$ cat src/rtl/lcg_pkg.sv
package lcg_pkg;
   localparam int unsigned LCG_LINE_W  = 8;
   localparam int unsigned LCG_DATA_W  = 8;
   localparam int unsigned LCG_MID_BIT = 5;
   localparam int unsigned LCG_END_TOP = 4;
   localparam int unsigned LCG_QUANT   = 2;

   typedef struct packed {
      logic mid;
      logic fin;
   } lcg_levels_t;
endpackage

$ cat src/rtl/lcg_line_counter.sv
module lcg_line_counter #(
   parameter int unsigned LINE_W = lcg_pkg::LCG_LINE_W
) (
   input  logic              clk,
   input  logic              rst,
   input  logic              tick,
   output logic [LINE_W-1:0] cnt_q,
   output logic [LINE_W-1:0] cnt_next
);
   localparam logic [LINE_W-1:0] ONE = LINE_W'(1);

   if (LINE_W < 2) begin : g_bad_width
      $error("lcg_line_counter: LINE_W must be at least 2");
   end

   // Next value; it wraps naturally at the power-of-two frame length
   always_comb begin
      if (rst)       cnt_next = '0;
      else if (tick) cnt_next = cnt_q + ONE;
      else           cnt_next = cnt_q;
   end

   always_ff @(posedge clk) begin
      cnt_q <= cnt_next;
   end


   step_by_one_chk: assert property (@(posedge clk) disable iff (rst)
      tick |=> (cnt_q == $past(cnt_q) + ONE));


   hold_when_idle_chk: assert property (@(posedge clk) disable iff (rst)
      !tick |=> $stable(cnt_q));


   wrap_to_zero_chk: assert property (@(posedge clk) disable iff (rst)
      (tick && (&cnt_q)) |=> (cnt_q == '0));
endmodule

$ cat src/rtl/lcg_irq_decode.sv
module lcg_irq_decode #(
   parameter int unsigned LINE_W     = lcg_pkg::LCG_LINE_W,
   parameter int unsigned MID_BIT    = lcg_pkg::LCG_MID_BIT,
   parameter int unsigned END_TOP    = lcg_pkg::LCG_END_TOP,
   parameter bit          REG_LEVELS = 1'b1
) (
   input  logic              clk,
   input  logic              rst,
   input  logic [LINE_W-1:0] cnt_q,
   input  logic [LINE_W-1:0] cnt_next,
   output lcg_pkg::lcg_levels_t lvl
);
   localparam int unsigned END_LO = LINE_W - END_TOP;

   if (MID_BIT >= LINE_W) begin : g_bad_mid
      $error("lcg_irq_decode: MID_BIT outside the line address");
   end
   if (END_TOP == 0 || END_TOP > LINE_W) begin : g_bad_end
      $error("lcg_irq_decode: END_TOP must be 1..LINE_W");
   end

   if (REG_LEVELS) begin : g_registered
      // Levels are decoded from the next count, so they switch with it
      lcg_pkg::lcg_levels_t lvl_q;
      always_ff @(posedge clk) begin
         if (rst) begin
            lvl_q <= '0;
         end else begin
            lvl_q.mid <= cnt_next[MID_BIT];
            lvl_q.fin <= &cnt_next[LINE_W-1:END_LO];
         end
      end
      assign lvl = lvl_q;
   end else begin : g_decoded
      // cnt_next is only used by the registered variant
      logic unused_next;
      assign unused_next = ^cnt_next;
      assign lvl.mid = cnt_q[MID_BIT];
      assign lvl.fin = &cnt_q[LINE_W-1:END_LO];
   end


   mid_follows_bit_chk: assert property (@(posedge clk) disable iff (rst)
      $changed(lvl.mid) |-> (cnt_q[MID_BIT-1:0] == '0));


   end_rise_line_chk: assert property (@(posedge clk) disable iff (rst)
      $rose(lvl.fin) |-> (cnt_q[END_LO-1:0] == '0));


   end_fall_wrap_chk: assert property (@(posedge clk) disable iff (rst)
      $fell(lvl.fin) |-> (cnt_q == '0));
endmodule

$ cat src/rtl/lcg_readback.sv
module lcg_readback #(
   parameter int unsigned LINE_W = lcg_pkg::LCG_LINE_W,
   parameter int unsigned DATA_W = lcg_pkg::LCG_DATA_W,
   parameter int unsigned QUANT  = lcg_pkg::LCG_QUANT
) (
   input  logic              cs,
   input  logic [LINE_W-1:0] cnt_q,
   output logic [DATA_W-1:0] data
);
   localparam logic [LINE_W-1:0] QMASK = ~LINE_W'((1 << QUANT) - 1);

   if (QUANT >= LINE_W) begin : g_bad_quant
      $error("lcg_readback: QUANT must be below LINE_W");
   end

   logic [LINE_W-1:0] coarse;
   assign coarse = cnt_q & QMASK;

   if (DATA_W >= LINE_W) begin : g_wide_bus
      assign data = cs ? DATA_W'(coarse) : '0;
   end else begin : g_narrow_bus
      assign data = cs ? coarse[LINE_W-1 -: DATA_W] : '0;
   end


   always_comb begin
      low_bits_zero_chk: assert (data[QUANT-1:0] == '0);
   end


   always_comb begin
      idle_bus_chk: assert (cs || data == '0);
   end
endmodule

$ cat src/rtl/raster_irq_gen.sv
module raster_irq_gen #(
   parameter int unsigned LINE_W     = lcg_pkg::LCG_LINE_W,
   parameter int unsigned DATA_W     = lcg_pkg::LCG_DATA_W,
   parameter int unsigned MID_BIT    = lcg_pkg::LCG_MID_BIT,
   parameter int unsigned END_TOP    = lcg_pkg::LCG_END_TOP,
   parameter int unsigned QUANT      = lcg_pkg::LCG_QUANT,
   parameter bit          REG_LEVELS = 1'b1
) (
   input  logic              clk,
   input  logic              rst,
   input  logic              line_tick,
   input  logic              rd_cs,
   output logic [DATA_W-1:0] rd_data,
   output logic              mid_irq_lvl,
   output logic              end_irq_lvl
);
   logic [LINE_W-1:0]    cnt_q;
   logic [LINE_W-1:0]    cnt_next;
   lcg_pkg::lcg_levels_t lvl;

   lcg_line_counter #(.LINE_W(LINE_W)) u_count (
      .clk      (clk),
      .rst      (rst),
      .tick     (line_tick),
      .cnt_q    (cnt_q),
      .cnt_next (cnt_next)
   );

   lcg_irq_decode #(
      .LINE_W     (LINE_W),
      .MID_BIT    (MID_BIT),
      .END_TOP    (END_TOP),
      .REG_LEVELS (REG_LEVELS)
   ) u_irq (
      .clk      (clk),
      .rst      (rst),
      .cnt_q    (cnt_q),
      .cnt_next (cnt_next),
      .lvl      (lvl)
   );

   lcg_readback #(
      .LINE_W (LINE_W),
      .DATA_W (DATA_W),
      .QUANT  (QUANT)
   ) u_rd (
      .cs    (rd_cs),
      .cnt_q (cnt_q),
      .data  (rd_data)
   );

   assign mid_irq_lvl = lvl.mid;
   assign end_irq_lvl = lvl.fin;


   reset_state_chk: assert property (@(posedge clk)
      rst |=> (cnt_q == '0 && !mid_irq_lvl && !end_irq_lvl));
endmodule

$ cat config.mk
export PLATFORM = sky130hd
export DESIGN_NAME = raster_irq_gen
export DESIGN_NICKNAME = d
export VERILOG_FILES = /design/src/rtl/lcg_pkg.sv /design/src/rtl/lcg_line_counter.sv /design/src/rtl/lcg_irq_decode.sv /design/src/rtl/lcg_readback.sv /design/src/rtl/raster_irq_gen.sv
export SDC_FILE = /design/constraint.sdc
export NUM_CORES = 1
export LEC_CHECK = 0
export BUFFER_PORTS_ARGS = -buffer_cell sky130_fd_sc_hd__buf_2
export CAP_MARGIN = 20
export CELL_PAD_IN_SITES_DETAIL_PLACEMENT = 0
export CELL_PAD_IN_SITES_GLOBAL_PLACEMENT = 1
export CORE_UTILIZATION = 30
export CTS_CLUSTER_DIAMETER = 200
export CTS_CLUSTER_SIZE = 8
export DETAILED_ROUTE_END_ITERATION = 12
export PLACE_DENSITY_LB_ADDON = 0.1
export SYNTH_ARGS = -nofsm -noshare
export SYNTH_HDL_FRONTEND = slang
export SYNTH_SLANG_ARGS = --single-unit
$ cat constraint.sdc
create_clock -name clk -period 2.65 [get_ports clk]
set_input_delay 0.3975 -clock clk [delete_from_list [all_inputs] [get_ports clk]]
set_output_delay 0.3975 -clock clk [all_outputs]
set_load 0.1 [all_outputs]
==> report_table.html <==
<table>
<tr><th>Metric</th><th>Value</th></tr>
<tr><th colspan="2">STA</th></tr>
<tr><td>Max Fclk</td><td>0.5962 GHz</td></tr>
<tr><td>Setup TNS</td><td>0 ns</td></tr>
<tr><td># setup viols final</td><td>0</td></tr>
<tr><td>Final period util</td><td>0.6329</td></tr>
<tr><td>Number of hold violations in the final report</td><td>0</td></tr>
<tr><td>Final worst path period need</td><td>1.677 ns</td></tr>
<tr><td>RSZ-0062 raised after global routing</td><td>false</td></tr>
<tr><td>Setup Skew</td><td>0.004918 ns</td></tr>
<tr><td>Number of pins with negative max-slew slack in the final report</td><td>0</td></tr>
<tr><th colspan="2">Critical path</th></tr>
<tr><td>Slack of the worst reg-to-reg path</td><td>1.30 ns</td></tr>
<tr><td>Endpoint required time on the critical path</td><td>around 2.3 ns</td></tr>
<tr><td>Critical path arrival</td><td>1.28 ns</td></tr>
<tr><td>Type of element launching the critical path</td><td>flip-flop</td></tr>
<tr><td>Cells on worst reg2reg path</td><td>4</td></tr>
<tr><td>Critical-path maximum fanout</td><td>5</td></tr>
<tr><td>FF-to-FF Start</td><td>u_count.cnt_q[2]</td></tr>
<tr><td>Worst flop-to-flop path endpoint</td><td>u_irq.lvl[0]</td></tr>
<tr><td>Critical path endpoint category</td><td>output port</td></tr>
<tr><td>Category of the most critical setup path</td><td>flip-flop to output port</td></tr>
<tr><th colspan="2">Pwr</th></tr>
<tr><td>Ratio of total power to cell area</td><td>509.3 mW/mm^2</td></tr>
<tr><td>Max VDD drop</td><td>0.0002086 V</td></tr>
<tr><td>Leakage dissipation</td><td>0.2597 nW</td></tr>
<tr><th colspan="2">Floorplan</th></tr>
<tr><td>Die extent in y</td><td>42.02 um</td></tr>
<tr><td>Std cell rows</td><td>14</td></tr>
<tr><td>Top-level I/O count</td><td>14</td></tr>
<tr><td>Placeable core region</td><td>between 0.0015 and 0.002 mm^2</td></tr>
<tr><td>Die X</td><td>42.02 um</td></tr>
<tr><td>Effective utilization at floorplan</td><td>0.3189</td></tr>
<tr><td>Die area</td><td>~0.0018 mm^2</td></tr>
<tr><th colspan="2">Synthesis</th></tr>
<tr><td>Most frequent cell after synthesis</td><td>sky130_fd_sc_hd__dfxtp_1</td></tr>
<tr><td>Post-Synthesis Cells</td><td>50</td></tr>
<tr><td>Number of distinct standard cells referenced by the synthesized netlist</td><td>23</td></tr>
<tr><td>Share of Yosys cell area claimed by the top area cell type</td><td>0.4167</td></tr>
<tr><td>Avg Cell Area, Syn</td><td>about 9.6 um^2</td></tr>
<tr><td>Number of synthesized register bits</td><td>10</td></tr>
<tr><td>Top cells by instance count after synthesis</td><td>sky130_fd_sc_hd__dfxtp_1, sky130_fd_sc_hd__nor2_1, sky130_fd_sc_hd__and2_1</td></tr>
<tr><td>Post-synth ARST share</td><td>0</td></tr>
<tr><td>Cell area after synthesis</td><td>between 400 and 500 um^2</td></tr>
<tr><td>Post-synthesis cell type with the largest combined area</td><td>sky130_fd_sc_hd__dfxtp_1</td></tr>
<tr><td>EDFF count, synth</td><td>0</td></tr>
<tr><td>Share of synthesized area occupied by flip-flops and latches</td><td>0.4167</td></tr>
<tr><td>Most used DFF post-synth</td><td>sky130_fd_sc_hd__dfxtp_1</td></tr>
<tr><td>Largest cells by area after synthesis</td><td>sky130_fd_sc_hd__dfxtp_1, sky130_fd_sc_hd__and2_1, sky130_fd_sc_hd__nor2_1</td></tr>
<tr><td>Synth warnings</td><td>0</td></tr>
<tr><th colspan="2">Finish</th></tr>
<tr><td>Fin area</td><td>561.8 um^2</td></tr>
<tr><td>Final antenna diode count</td><td>0</td></tr>
<tr><td>Share of cells above drive strength 1</td><td>0.3065</td></tr>
<tr><td>Count of nets after finishing</td><td>slightly below 70</td></tr>
<tr><td>Post-synthesis to final-layout area growth</td><td>16.93%</td></tr>
<tr><td>Number of fill cells in the layout</td><td>156</td></tr>
<tr><th colspan="2">Clock network</th></tr>
<tr><td>Clock-pin transition on the worst setup and hold timing paths</td><td>0.07 ns</td></tr>
<tr><td>Post-CTS Hold Buffers</td><td>0</td></tr>
<tr><td>TritonCTS Buffers</td><td>3</td></tr>
<tr><td>Root cell of the clock tree</td><td>sky130_fd_sc_hd__clkbuf_4</td></tr>
<tr><td>Clock net sink count</td><td>10</td></tr>
<tr><td>Number of buffers on the longest clock path</td><td>2</td></tr>
<tr><td>Clock H-tree levels</td><td>1</td></tr>
<tr><td>CTS tree</td><td>yes</td></tr>
<tr><td>Clock latency of the later-clocked register in the worst-skew pair</td><td>0.26 ns</td></tr>
<tr><td>Post-CTS sizing</td><td>0</td></tr>
<tr><td>Post-CTS setup buffer count</td><td>0</td></tr>
<tr><th colspan="2">Routing</th></tr>
<tr><td>Total number of vias</td><td>roughly 350</td></tr>
<tr><td>Number of detailed-routing iterations run before antenna repair</td><td>3</td></tr>
<tr><td>Wire length per cell after detailed routing</td><td>10.19 um</td></tr>
<tr><td>Initial DRC Count</td><td>5</td></tr>
<tr><td>Number of antenna-violating nets in the routed design</td><td>0</td></tr>
<tr><td>Routed wire length</td><td>795 um</td></tr>
<tr><td>DR vias/cell</td><td>~4.5</td></tr>
<tr><td>Number of remaining DRC errors</td><td>0</td></tr>
<tr><th colspan="2">Placed design</th></tr>
<tr><td>Total placed instance area</td><td>539.3 um^2</td></tr>
<tr><td>Final weighted congestion of routability-driven global placement</td><td>roughly 0.66</td></tr>
<tr><td>Port Buffers</td><td>11</td></tr>
<tr><td>Half-perimeter wire length after detailed placement</td><td>roughly 600 um</td></tr>
<tr><th colspan="2">Global routing</th></tr>
<tr><td>Initial antenna violation count</td><td>0</td></tr>
<tr><td>Total global routing track utilization</td><td>0.1061</td></tr>
<tr><td>Pin count of the biggest net entering global routing</td><td>10</td></tr>
<tr><td>GR met3 Demand/Resource</td><td>0.03879</td></tr>
<tr><td>GR Layer Usage met1</td><td>0.1541</td></tr>
<tr><td>First-pass GRT wire length</td><td>approximately 1300 um</td></tr>
<tr><td>Via count of the first global-routing pass</td><td>287</td></tr>
<tr><td>Global-route track usage on met2</td><td>0.1156</td></tr>
<tr><td>GR peak layer</td><td>met1</td></tr>
<tr><td>Overflow after GRT</td><td>0</td></tr>
<tr><th colspan="2">Min path</th></tr>
<tr><td>Startpoint of the worst hold path</td><td>rst</td></tr>
<tr><td>Worst Hold Path Cells</td><td>2</td></tr>
<tr><td>Worst hold path class</td><td>input pin to flip-flop</td></tr>
<tr><td>Terminating pin of the worst hold path</td><td>u_count.cnt_q[0]</td></tr>
<tr><th colspan="2">Flow run</th></tr>
<tr><td>Total of max-cap violations</td><td>0</td></tr>
<tr><th colspan="2">Status</th></tr>
<tr><td>Result of the run</td><td>finished clean</td></tr>
</table>
[worst max-delay path by stage]
stage / start / to / slack [ns]
6_report: u_count.cnt_q[3] / rd_data[3] / 0.97
5_1_grt: u_count.cnt_q[3] / rd_data[3] / 0.90
4_1_cts: u_count.cnt_q[4] / rd_data[4] / 0.95
3_5_place_dp: line_tick / u_irq.lvl[0] / 1.15
3_3_place_gp: line_tick / u_irq.lvl[0] / 1.17
2_1_floorplan: u_count.cnt_q[4] / rd_data[4] / 1.07
[layout make-up]
type                       instances  area, um^2  area share
multi-input combinational         38       264.0      0.4699
timing repair buffer              11       55.05     0.09800
tap                               16       20.02     0.03563
sequential                        10       200.2      0.3563
clock buffer                       3       22.52     0.04009
[layer usage]
layer,wire length [um],part of all wire,up-vias
met5,0,0,-
met1,421,0.53,152
met2,324,0.41,11
li1,-,-,188
met3,44,0.055,2
met4,4,0.0050,0
[critical path, cell delays in order, from the launching register on]
cell and delay [ns]:
sky130_fd_sc_hd__dfxtp_1 0.44, sky130_fd_sc_hd__and2_1 0.16, sky130_fd_sc_hd__buf_2 0.42
[flip-flops by register name, indices dropped and copies added (netlist names)]
register       flops
u_count.cnt_q      8
u_irq.lvl          2
[cell families (layout without fill, tap and decap cells)]
group / count (synthesis) / after routing / share of synthesized area
AND/OR/NAND/NOR: 24 / 24 / 0.3021
flip-flops: 10 / 10 / 0.4167
XOR/XNOR: 6 / 6 / 0.1094
multiplexers: 3 / 3 / 0.07551
buffers and inverters: 3 / 14 / 0.04165
AO/OA/AOI/OAI: 2 / 2 / 0.02081
adder cells (fa/ha/maj): 1 / 1 / 0.02604
other: 1 / 2 / 0.007805
[layout by cell type, fill, tap and decap left out]
master	n
sky130_fd_sc_hd__xor2_1	3
sky130_fd_sc_hd__mux2i_1	1
sky130_fd_sc_hd__and4_4	1
sky130_fd_sc_hd__nor2_1	7
sky130_fd_sc_hd__dfxtp_1	10
sky130_fd_sc_hd__o21ai_0	1
sky130_fd_sc_hd__and2b_2	1
sky130_fd_sc_hd__clkbuf_4	3
sky130_fd_sc_hd__nand3_4	1
sky130_fd_sc_hd__or3_1	1
sky130_fd_sc_hd__xnor2_1	3
sky130_fd_sc_hd__nand4_1	1
sky130_fd_sc_hd__nand2_1	3
sky130_fd_sc_hd__ha_1	1
sky130_fd_sc_hd__mux2_4	1
sky130_fd_sc_hd__and3_1	1
sky130_fd_sc_hd__a21oi_1	1
sky130_fd_sc_hd__buf_2	11
sky130_fd_sc_hd__mux2_2	1
sky130_fd_sc_hd__and2_1	6
sky130_fd_sc_hd__nand3_1	1
sky130_fd_sc_hd__and4_1	1
sky130_fd_sc_hd__conb_1	2
[report_power, final]
| group | total [mW] | internal (mW) | switching (mW) |
|---|---|---|---|
| clock | 0.102 | 0.0524 | 0.0500 |
| combinational | 0.0274 | 0.00656 | 0.0209 |
| sequential | 0.156 | 0.154 | 0.00276 |
[per-stage QoR]
| stage | setup WS (ns) | power [mW] | utilization | instances | hold slack, ns |
|---|---|---|---|---|---|
| after floorplan | 1.071 | 0.1842 | - | 51 | 0.4755 |
| after global placement | 1.168 | 0.1874 | 0.3580 | 75 | 0.5166 |
| after detailed placement | 1.148 | 0.1875 | 0.3580 | 75 | 0.5204 |
| after CTS | 0.9518 | 0.2912 | 0.3729 | 78 | 0.4168 |
| after global routing | 0.9015 | 0.3063 | 0.3729 | 78 | 0.4165 |
| final | 0.9728 | 0.2861 | 0.3729 | 78 | 0.4202 |
Note: power is estimated with default switching activity, not from simulation.
